File: src/rtl/pfx_pkg.sv
package pfx_pkg;

    localparam int DATA_W = 16;

    // Token kinds carried on tok_kind
    typedef enum logic [1:0] {
        TK_NUM  = 2'b00,
        TK_OPER = 2'b01,
        TK_TERM = 2'b10,
        TK_RSVD = 2'b11
    } tok_kind_e;

    // Operation chosen by the arithmetic unit
    typedef enum logic [1:0] {
        SEL_ADD,
        SEL_SUB,
        SEL_MUL
    } alu_sel_e;

    // Control sequence of the evaluator
    typedef enum logic [1:0] {
        ST_TAKE,
        ST_POP_R,
        ST_POP_L,
        ST_PUSH
    } ctrl_state_e;

    // Error pulses, grouped so they travel together
    typedef struct packed {
        logic ovf;
        logic unf;
        logic bad;
    } err_t;

    // Map operator payload bits to an operation (10 and 11 both multiply)
    function automatic alu_sel_e op_decode(input logic [1:0] code);
        unique case (code)
            2'b00:   return SEL_ADD;
            2'b01:   return SEL_SUB;
            default: return SEL_MUL;
        endcase
    endfunction

endpackage

File: src/rtl/pfx_stack.sv
module pfx_stack #(
    parameter int W     = pfx_pkg::DATA_W,
    parameter int DEPTH = 16,
    localparam int DW   = $clog2(DEPTH + 1),
    localparam int AW   = (DEPTH > 1) ? $clog2(DEPTH) : 1
) (
    input  logic          clk,
    input  logic          rst,
    input  logic          push,
    input  logic          pop,
    input  logic          clr,
    input  logic [W-1:0]  din,
    output logic [W-1:0]  top,
    output logic [DW-1:0] depth,
    output logic          full
);

    logic [W-1:0]  mem [DEPTH];
    logic [DW-1:0] depth_q;
    logic [DW-1:0] top_m1;

    // One register per entry, written only when it is the next free slot
    for (genvar i = 0; i < DEPTH; i++) begin : g_entry
        always_ff @(posedge clk) begin
            if (rst) begin
                mem[i] <= '0;
            end else if (push && depth_q == DW'(i)) begin
                mem[i] <= din;
            end
        end
    end

    always_ff @(posedge clk) begin
        if (rst || clr) begin
            depth_q <= '0;
        end else if (push) begin
            depth_q <= depth_q + DW'(1);
        end else if (pop) begin
            depth_q <= depth_q - DW'(1);
        end
    end

    assign top_m1 = depth_q - DW'(1);
    assign top    = (depth_q == '0) ? '0 : mem[top_m1[AW-1:0]];
    assign depth  = depth_q;
    assign full   = (depth_q == DW'(DEPTH));

endmodule

File: src/rtl/pfx_alu.sv
module pfx_alu #(
    parameter int W = pfx_pkg::DATA_W
) (
    input  logic [1:0]   op,
    input  logic [W-1:0] lhs,
    input  logic [W-1:0] rhs,
    output logic [W-1:0] y
);
    import pfx_pkg::*;

    alu_sel_e sel;

    always_comb begin
        sel = op_decode(op);
        unique case (sel)
            SEL_ADD: y = lhs + rhs;
            SEL_SUB: y = lhs - rhs;
            default: y = lhs * rhs;
        endcase
    end

endmodule

File: src/rtl/pfx_ctrl.sv
module pfx_ctrl #(
    parameter int W     = pfx_pkg::DATA_W,
    parameter int DEPTH = 16,
    localparam int DW   = $clog2(DEPTH + 1)
) (
    input  logic          clk,
    input  logic          rst,
    input  logic          tok_valid,
    input  logic [1:0]    tok_kind,
    input  logic [W-1:0]  tok_data,
    output logic          tok_ready,
    input  logic [W-1:0]  stk_top,
    input  logic [DW-1:0] stk_depth,
    input  logic          stk_full,
    output logic          stk_push,
    output logic          stk_pop,
    output logic          stk_clr,
    output logic [W-1:0]  stk_din,
    output logic [1:0]    alu_op,
    output logic [W-1:0]  alu_lhs,
    output logic [W-1:0]  alu_rhs,
    input  logic [W-1:0]  alu_y,
    output logic          res_valid,
    output logic [W-1:0]  res_data,
    output pfx_pkg::err_t err
);
    import pfx_pkg::*;

    ctrl_state_e state_q, state_d;
    logic [1:0]  op_q;
    logic [W-1:0] lhs_q, rhs_q;
    logic        accept;
    logic        done_d;
    err_t        err_d;

    assign tok_ready = (state_q == ST_TAKE);
    assign accept    = tok_valid && tok_ready;

    always_comb begin
        state_d  = state_q;
        stk_push = 1'b0;
        stk_pop  = 1'b0;
        stk_clr  = 1'b0;
        stk_din  = tok_data;
        done_d   = 1'b0;
        err_d    = '0;
        unique case (state_q)
            ST_TAKE: begin
                if (accept) begin
                    case (tok_kind)
                        TK_NUM: begin
                            if (stk_full) begin
                                stk_clr   = 1'b1;
                                err_d.ovf = 1'b1;
                            end else begin
                                stk_push = 1'b1;
                            end
                        end
                        TK_OPER: begin
                            if (stk_depth < DW'(2)) begin
                                stk_clr   = 1'b1;
                                err_d.unf = 1'b1;
                            end else begin
                                state_d = ST_POP_R;
                            end
                        end
                        TK_TERM: begin
                            stk_clr = 1'b1;
                            if (stk_depth == DW'(1)) begin
                                done_d = 1'b1;
                            end else begin
                                err_d.bad = 1'b1;
                            end
                        end
                        default: ; // reserved kind: discarded
                    endcase
                end
            end
            ST_POP_R: begin
                stk_pop = 1'b1;
                state_d = ST_POP_L;
            end
            ST_POP_L: begin
                stk_pop = 1'b1;
                state_d = ST_PUSH;
            end
            ST_PUSH: begin
                stk_push = 1'b1;
                stk_din  = alu_y;
                state_d  = ST_TAKE;
            end
            default: state_d = ST_TAKE;
        endcase
    end

    always_ff @(posedge clk) begin
        if (rst) begin
            state_q   <= ST_TAKE;
            op_q      <= '0;
            lhs_q     <= '0;
            rhs_q     <= '0;
            res_valid <= 1'b0;
            res_data  <= '0;
            err       <= '0;
        end else begin
            state_q   <= state_d;
            res_valid <= done_d;
            err       <= err_d;
            if (done_d) begin
                res_data <= stk_top;
            end
            if (accept && tok_kind == TK_OPER) begin
                op_q <= tok_data[1:0];
            end
            if (state_q == ST_POP_R) begin
                rhs_q <= stk_top;
            end
            if (state_q == ST_POP_L) begin
                lhs_q <= stk_top;
            end
        end
    end

    assign alu_op  = op_q;
    assign alu_lhs = lhs_q;
    assign alu_rhs = rhs_q;

endmodule

File: src/rtl/pfx_eval.sv
module pfx_eval #(
    parameter int W     = pfx_pkg::DATA_W,
    parameter int DEPTH = 16
) (
    input  logic         clk,
    input  logic         rst,
    input  logic         tok_valid,
    input  logic [1:0]   tok_kind,
    input  logic [W-1:0] tok_data,
    output logic         tok_ready,
    output logic         res_valid,
    output logic [W-1:0] res_data,
    output logic         err_overflow,
    output logic         err_underflow,
    output logic         err_malformed
);
    import pfx_pkg::*;

    localparam int DW = $clog2(DEPTH + 1);

    logic [W-1:0]  stk_top, stk_din;
    logic [DW-1:0] stk_depth;
    logic          stk_full, stk_push, stk_pop, stk_clr;
    logic [1:0]    alu_op;
    logic [W-1:0]  alu_lhs, alu_rhs, alu_y;
    err_t          err;

    pfx_stack #(.W(W), .DEPTH(DEPTH)) u_stack (
        .clk   (clk),
        .rst   (rst),
        .push  (stk_push),
        .pop   (stk_pop),
        .clr   (stk_clr),
        .din   (stk_din),
        .top   (stk_top),
        .depth (stk_depth),
        .full  (stk_full)
    );

    pfx_alu #(.W(W)) u_alu (
        .op  (alu_op),
        .lhs (alu_lhs),
        .rhs (alu_rhs),
        .y   (alu_y)
    );

    pfx_ctrl #(.W(W), .DEPTH(DEPTH)) u_ctrl (
        .clk       (clk),
        .rst       (rst),
        .tok_valid (tok_valid),
        .tok_kind  (tok_kind),
        .tok_data  (tok_data),
        .tok_ready (tok_ready),
        .stk_top   (stk_top),
        .stk_depth (stk_depth),
        .stk_full  (stk_full),
        .stk_push  (stk_push),
        .stk_pop   (stk_pop),
        .stk_clr   (stk_clr),
        .stk_din   (stk_din),
        .alu_op    (alu_op),
        .alu_lhs   (alu_lhs),
        .alu_rhs   (alu_rhs),
        .alu_y     (alu_y),
        .res_valid (res_valid),
        .res_data  (res_data),
        .err       (err)
    );

    assign err_overflow  = err.ovf;
    assign err_underflow = err.unf;
    assign err_malformed = err.bad;

endmodule

File: config.mk
export PLATFORM = sky130hd
export DESIGN_NAME = pfx_eval
export DESIGN_NICKNAME = d
export VERILOG_FILES = /design/src/rtl/pfx_pkg.sv /design/src/rtl/pfx_stack.sv /design/src/rtl/pfx_alu.sv /design/src/rtl/pfx_ctrl.sv /design/src/rtl/pfx_eval.sv
export SDC_FILE = /design/constraint.sdc
export NUM_CORES = 1
export LEC_CHECK = 0
export BUFFER_PORTS_ARGS = -buffer_cell sky130_fd_sc_hd__buf_4
export CELL_PAD_IN_SITES_DETAIL_PLACEMENT = 1
export CELL_PAD_IN_SITES_GLOBAL_PLACEMENT = 1
export CORE_ASPECT_RATIO = 1.75
export CORE_MARGIN = 2
export CORE_UTILIZATION = 50
export DETAILED_ROUTE_END_ITERATION = 10
export GPL_ROUTABILITY_DRIVEN = 0
export PLACE_DENSITY = 0.85
export SKIP_LAST_GASP = 1
export SLEW_MARGIN = 20
export SYNTH_ARGS = -nofsm -noshare
export SYNTH_HDL_FRONTEND = slang
export SYNTH_SLANG_ARGS = --single-unit
File: constraint.sdc
create_clock -name clk -period 7 [get_ports clk]
set_clock_uncertainty 0.1 [all_clocks]
set_input_delay 1.4 -clock clk [delete_from_list [all_inputs] [get_ports clk]]
set_output_delay 1.4 -clock clk [all_outputs]
set_load 0.01 [all_outputs]
==> results of run 1 <==
routing by layer:
metal	vias up	GRT usage [%]	share of wire (%)
li1	5808	-	-
met1	6828	30.1	32
met5	-	0	0
met2	487	54.9	54
met3	261	4.43	5.2
met4	0	21.6	8.3
worst min path at each step:
stage / from / slack [ns] / to / cells after the start
CTS: u_ctrl.res_data[3] / 0.37 / u_ctrl.res_data[3] / 2
global route: u_ctrl.res_data[7] / 0.40 / u_ctrl.res_data[7] / 2
detailed placement: u_ctrl.res_data[3] / 0.36 / u_ctrl.res_data[3] / 2
floorplan: u_ctrl.state_q[1] / 0.38 / u_ctrl.state_q[1] / 2
finish: u_ctrl.res_data[14] / 0.37 / u_ctrl.res_data[14] / 2
global placement: u_ctrl.res_data[11] / 0.35 / u_ctrl.res_data[11] / 2
flip-flops by register name, indices dropped and copies added (netlist names):
signal / cells
u_ctrl.alu_rhs: 16
u_ctrl.alu_op: 2
u_stack.mem: 256
u_stack.depth: 5
u_ctrl.alu_lhs: 16
u_ctrl.state_q: 2
u_ctrl.res_valid: 1
u_ctrl.err: 3
u_ctrl.res_data: 16
power groups by stage:
stage | clock network (W) | logic (W) | registers, W
final | 0.00147 | 0.00303 | 0.00227
after detailed placement | 0 | 0.00298 | 0.00231
after CTS | 0.00148 | 0.00301 | 0.00227
after global placement | 0 | 0.00289 | 0.00229
after global routing | 0.00154 | 0.00317 | 0.00228
after floorplan | 0 | 0.00208 | 0.00220
cell usage after synthesis, drive strengths merged, types with 2 or more instances:
cell type,n,share of area [%]
a211oi,35,1.4
a21o,10,0.39
a21oi,38,1.0
a22oi,2,0.079
a311oi,2,0.092
a31oi,9,0.37
and2,75,2.5
and3,6,0.20
buf,54,1.6
clkbuf,55,1.1
dfxtp,61,6.4
edfxtp,256,40
fa,81,8.5
ha,76,5.0
inv,128,2.5
mux2i,56,3.0
mux4,64,7.6
nand2,148,3.0
nand2b,5,0.16
nand3,10,0.26
nand3b,5,0.20
nand4,5,0.16
nor2,302,6.1
nor2b,21,0.69
nor3,35,0.97
nor3b,3,0.12
nor4,5,0.26
o211a,3,0.16
o211ai,9,0.35
o21a,4,0.16
o21ai,30,0.83
o21bai,13,0.51
o221ai,2,0.092
o311ai,2,0.092
o31a,2,0.092
o31ai,3,0.14
or2,2,0.066
or3,4,0.13
xnor2,42,2.0
xor2,21,0.97
per-stage QoR:
| step | instance area (µm²) | util [%] |
|---|---|---|
| after floorplan | 19100 | - |
| after global placement | 19800 | 52.7 |
| after detailed placement | 19800 | 52.7 |
| after CTS | 20600 | 54.9 |
| after global routing | 20700 | 54.9 |
| final | 20700 | 54.9 |
critical path, cell delays in order (launching register included):
cell,delay (ns)
sky130_fd_sc_hd__dfxtp_1,0.75
sky130_fd_sc_hd__and2_1,0.27
sky130_fd_sc_hd__fa_1,0.41
sky130_fd_sc_hd__inv_1,0.08
sky130_fd_sc_hd__fa_1,0.43
sky130_fd_sc_hd__fa_1,0.50
sky130_fd_sc_hd__fa_1,0.54
sky130_fd_sc_hd__inv_1,0.05
sky130_fd_sc_hd__fa_1,0.48
sky130_fd_sc_hd__inv_1,0.05
sky130_fd_sc_hd__fa_1,0.49
sky130_fd_sc_hd__inv_1,0.04
sky130_fd_sc_hd__ha_1,0.35
sky130_fd_sc_hd__and2_1,0.23
sky130_fd_sc_hd__a22oi_1,0.28
sky130_fd_sc_hd__nand3_1,0.12
sky130_fd_sc_hd__o211ai_1,0.16
sky130_fd_sc_hd__xnor2_2,0.16
sky130_fd_sc_hd__a31oi_4,0.60
sky130_fd_sc_hd__nor2_1,0.13
logic make-up after synthesis:
family,Yosys count,synth area share [%]
xor+xnor,64,3.14
flops,317,46.7
compound gates,169,6.05
fa+ha+maj,157,13.5
mux,121,10.6
simple gates,628,14.8
buf+inv,237,5.19
area by class of cell:
type / count / area share [%]
Sequential cell: 317 / 43.1
Timing Repair Buffer: 86 / 3.13
Clock buffer: 29 / 3.31
Multi-Input combinational cell: 1139 / 44.6
Clock inverter: 14 / 0.630
Tap cell: 480 / 2.91
Inverter: 128 / 2.33
cell usage in the layout (no fill, tap or decap), types with 5 or more instances in the layout:
cell type,netlist,final
sky130_fd_sc_hd__nand4_1,5,5
sky130_fd_sc_hd__edfxtp_1,256,256
sky130_fd_sc_hd__xor2_1,21,20
sky130_fd_sc_hd__ha_1,76,73
sky130_fd_sc_hd__o21ai_1,10,8
sky130_fd_sc_hd__mux4_2,64,64
sky130_fd_sc_hd__clkbuf_16,0,27
sky130_fd_sc_hd__nor2_2,10,10
sky130_fd_sc_hd__fa_1,81,81
sky130_fd_sc_hd__inv_1,128,128
sky130_fd_sc_hd__nand3_1,10,10
sky130_fd_sc_hd__nor2_1,292,292
sky130_fd_sc_hd__nor3_1,33,33
sky130_fd_sc_hd__nand2b_1,5,5
sky130_fd_sc_hd__o21ai_0,18,18
sky130_fd_sc_hd__o211ai_1,9,9
sky130_fd_sc_hd__a211oi_1,34,34
sky130_fd_sc_hd__nand3b_1,5,5
sky130_fd_sc_hd__dfxtp_1,61,60
sky130_fd_sc_hd__nor2b_1,21,21
sky130_fd_sc_hd__nand2_1,145,145
sky130_fd_sc_hd__xnor2_1,39,38
sky130_fd_sc_hd__a31oi_1,8,8
sky130_fd_sc_hd__o21bai_1,13,13
sky130_fd_sc_hd__buf_4,6,86
sky130_fd_sc_hd__a21o_1,10,10
sky130_fd_sc_hd__mux2i_1,55,55
sky130_fd_sc_hd__a21oi_1,37,37
sky130_fd_sc_hd__and3_1,6,6
sky130_fd_sc_hd__and2_1,75,75
==> impl_metrics.toml, run 1 <==
[synth]
synth-async-reset-ratio_pct = 0
synth.net_count = 1871
synth_cell_type_count = 68
synthCells = 1693
synth_flop_cell = "sky130_fd_sc_hd__edfxtp_1"
synth-seq-cells = 317
avgSynthCellArea_um2 = 11.3
synth_enable_flop_cells = 256
netlist_area_um2 = 19100
synth-seq-area-share_pct = 46.7
yosysWarnings = 0

[floorplan]
chipHeight_um = 262
core_um2 = 37600
initial_core_util_pct = 50.6
number_of_rows_in_the_core_area = 94
ioPinCount = 42
floorplan_die_width_um = 152
die_area_um2 = 39800

[place]
port_buffers = 41
detailed_place_hpwl_um = 42500
place_ws_ns = 0.486
number_of_placed_instances_taps_included = 2150

[worst_setup_path]
critical_path.endpoint = "u_stack.mem[1][15]"
classification_of_the_worst_setup_path = "reg2reg"
path_max_fanout = 17
critPathArrivalTime_ns = 6.70
worst_r2r_path_depth = 19
worstReg2RegEnd = "u_stack.mem[1][15]"
setup.worst_path.end_class = "flop"
slack_of_the_worst_reg_to_reg_path_ns = 0.46
timing.rr.start = "u_ctrl.alu_rhs[4]"
cp-start-kind = "flop"
crit_start = "u_ctrl.alu_rhs[4]"
critical_path_required_ns = 7.17

[drt]
detail_route.first_pass.iterations = 5
drt_iter0_markers = 853
drt-wirelength-per-cell_um = 26.5
drt-vias-per-instance = 6.10
dr_total_vias = 13384
post-route-drc-count = 0
postRouteWirelength_um = 58100
drtAntennaViolNets = 0

[timing]
relSlewSlack_pct = 17.4
setup_total_negative_slack_ns = 0
setup_violations = 0
unrepaired_setup_endpoints_after_global_routing = "false"
hold_ws_ns = 0.366
finalCritPeriodShare_pct = 93.4
finalWorstPathRequiredPeriod_ns = 6.54
timing_max_transition_violations_final = 0
fmax_mhz = 153
number_of_endpoints_with_negative_hold_slack_in_the_final_report = 0
timing.final.ws_setup_ns = 0.465
actual_transition_at_the_worst_max_transition_pin_ns = 1.23

[power_and_ir_drop]
seqPwrFrac_pct = 33.5
power.internal_w = 0.00406
switching_power_w = 0.00270
share_clk_of_total_power_pct = 21.7
vdd.ir_drop.worst_mv = 0.275
power.density_cell_area_nw_per_um2 = 327
total_leakage_power_nw = 8.14
finalPower_w = 0.00676
sw_frac_of_total_pct = 40.0
comb_power_share_pct = 44.8

[layout]
num-fill-cells = 3940
footprint_of_the_flip_flops_and_latches_um2 = 8910
layoutNonFillerInstCount = 2193
post_layout_net_count = 1877
multi_input_comb_area_um2 = 9200
drive_gt1_share_pct = 13.4
n_antenna_cell = 0
synthToLayoutAreaGrowth_pct = 8.38

[global_route]
grt_antenna_before_repair = 0
grt_max_degree = 78
gr-total-overflow = 0
global_route_wire_length_before_repair_um = 89000
groute.usage.overall_pct = 30.0
grt_pass1_vias = 15289

[clocking]
ctsLongestPathBuffers = 3
cts_setup_buffers = 0
cts_hold_repair.buffers = 0
cts.reportedPaths.clkPinSlew_ns = 0.07
tritoncts_clock_tree = "done"
worstSkewPairLatency_ns = 0.56
cts_root_buffer = "sky130_fd_sc_hd__clkbuf_16"
post_cts_resize_count = 0
tritoncts_num_sinks = 317
htree_levels = 1
tritoncts.num_buffers = 27

[worst_hold_path]
hold_path.class = "reg2reg"

[run_status]
run_status = "finished, final reports clean"

[run]
maxCapViolCount = 0
Power figures use the tool's default switching activity.
==> run 2, diff against run 1 <==
CORE_MARGIN = 4   (was 2)
==> impl_metrics.toml, run 2 (synthesized netlist as in run 1, its figures left out) <==
[worst_setup_path]
critical_path_required_ns = 7.17
critical-path-slowest-cell = "sky130_fd_sc_hd__a31oi_4"
path_max_fanout = 16
timing.critical_path.cells = "buf_4, nand2_1, fa_1, fa_1, fa_1, fa_1, inv_1, fa_1, inv_1, fa_1, inv_1, ha_1, and2_1, a22oi_1, nand3_1, o211ai_1, xnor2_2, a31oi_4, nor2_1"
setup.worst_path.end_class = "flop"
cp-start-kind = "flop"
classification_of_the_worst_setup_path = "reg2reg"
timing.rr.start = "u_ctrl.alu_rhs[1]"
crit_top_cell = "sky130_fd_sc_hd__fa_1"
slowest_delay_ns = 0.60
critPathArrivalTime_ns = 6.70
crit_start = "u_ctrl.alu_rhs[1]"

[clocking]
cts.reportedPaths.clkPinSlew_ns = 0.07
tritoncts.num_buffers = 27
htree_levels = 1
tritoncts_clock_tree = "done"
cts_root_buffer = "sky130_fd_sc_hd__clkbuf_16"
ctsLongestPathBuffers = 3
cts_hold_repair.buffers = 0
tritoncts_num_sinks = 317
worstSkewPairLatency_ns = 0.56
cts_setup_buffers = 0
post_cts_resize_count = 0

[drt]
detail_route.first_pass.iterations = 5
post-route-drc-count = 0
drt-vias-per-instance = 6.15
drtAntennaViolNets = 0
drt_iter0_markers = 972
dr_total_vias = 13508
drt-wirelength-per-cell_um = 26.9
postRouteWirelength_um = 59200

[timing]
fmax_mhz = 153
finalCritPeriodShare_pct = 93.4
unrepaired_setup_endpoints_after_global_routing = "false"
number_of_endpoints_with_negative_hold_slack_in_the_final_report = 0
timing_max_transition_violations_final = 0
setup_violations = 0
actual_transition_at_the_worst_max_transition_pin_ns = 1.26
relSlewSlack_pct = 15.7
setup_total_negative_slack_ns = 0
finalWorstPathRequiredPeriod_ns = 6.54

[global_route]
gr-total-overflow = 0
grt_max_degree = 78
grt_pass1_vias = 15184
global_route_wire_length_before_repair_um = 89900
groute.usage.overall_pct = 28.6
grt_antenna_before_repair = 0

[floorplan]
initial_core_util_pct = 50.6
chipHeight_um = 266
die_area_um2 = 41400
floorplan_die_width_um = 156
number_of_rows_in_the_core_area = 94
core_um2 = 37600
ioPinCount = 42

[layout]
n_antenna_cell = 0
layout_common_cells = "sky130_fd_sc_hd__nor2_1, sky130_fd_sc_hd__edfxtp_1, sky130_fd_sc_hd__nand2_1"
top_register = "u_stack.mem"
post_layout_net_count = 1876
final_common_cell = "sky130_fd_sc_hd__nor2_1"
layoutNonFillerInstCount = 2198
synthToLayoutAreaGrowth_pct = 9.43
largest_reg_flops = 256
num-fill-cells = 3941
drive_gt1_share_pct = 13.6

[place]
port_buffers = 41
number_of_placed_instances_taps_included = 2149
detailed_place_hpwl_um = 42800

[worst_hold_path]
hold_path.class = "reg2reg"
hp-start = "u_ctrl.res_data[9]"

[run]
maxCapViolCount = 0

[run_status]
run_status = "finished, final reports clean"

[power_and_ir_drop]
total_leakage_power_nw = 8.22
vdd.ir_drop.worst_mv = 0.262
power.density_cell_area_nw_per_um2 = 340
==> run 2: power breakdown <==
group	switching [W]	internal, W	total (W)
clock	0.000718	0.00103	0.00175
combinational	0.00192	0.00115	0.00307
sequential	0.000129	0.00213	0.00226
total	0.00277	0.00432	0.00708
==> run 2: worst max-delay path, delay by kind of cell (launching register included) <==
kind	cells	cell delay, ns
flip-flops	1	0.57
adder cells (fa/ha/maj)	7	3.42
buffers and inverters	4	0.40
XOR/XNOR	1	0.15
AND/OR/NAND/NOR	4	0.59
AO/OA/AOI/OAI	3	1.03
==> run 2: cell type report <==
cell class	instances	area (µm²)	area share (%)
clock buffers	33	718	3.44
clock inverters	16	300	1.44
inverters	128	480	2.30
multi-input cells	1139	9210	44.1
flip-flops and latches	317	8910	42.7
well taps	480	601	2.88
repair buffers	85	638	3.06
==> run 2: routing by layer <==
layer	GRT usage [%]	up-vias	part of all wire, %
met2	55.0	498	56
met5	0	-	0
met3	2.50	206	4.1
li1	-	5823	-
met1	29.2	6981	33
met4	17.9	0	7.5
==> run 2: final timing paths <==
check | cells after the start | end | slack [ns]
min reg2reg | 2 | u_ctrl.res_data[9] | 0.36
min | 2 | u_ctrl.res_data[9] | 0.36
max | 19 | u_stack.mem[4][15] | 0.46
max reg2reg | 19 | u_stack.mem[4][15] | 0.46
==> run 2: stage by stage <==
step	power (W)	setup slack (ns)	hold WS (ns)	cell area (µm²)	util [%]
after CTS	0.00706	0.519	0.363	20900	55.4
after global placement	0.00518	0.801	0.344	19800	52.7
after global routing	0.00732	0.204	0.378	20900	55.4
final	0.00708	0.464	0.363	20900	55.4
after detailed placement	0.00532	0.607	0.357	19800	52.7
after floorplan	0.00428	1.18	0.376	19100	-
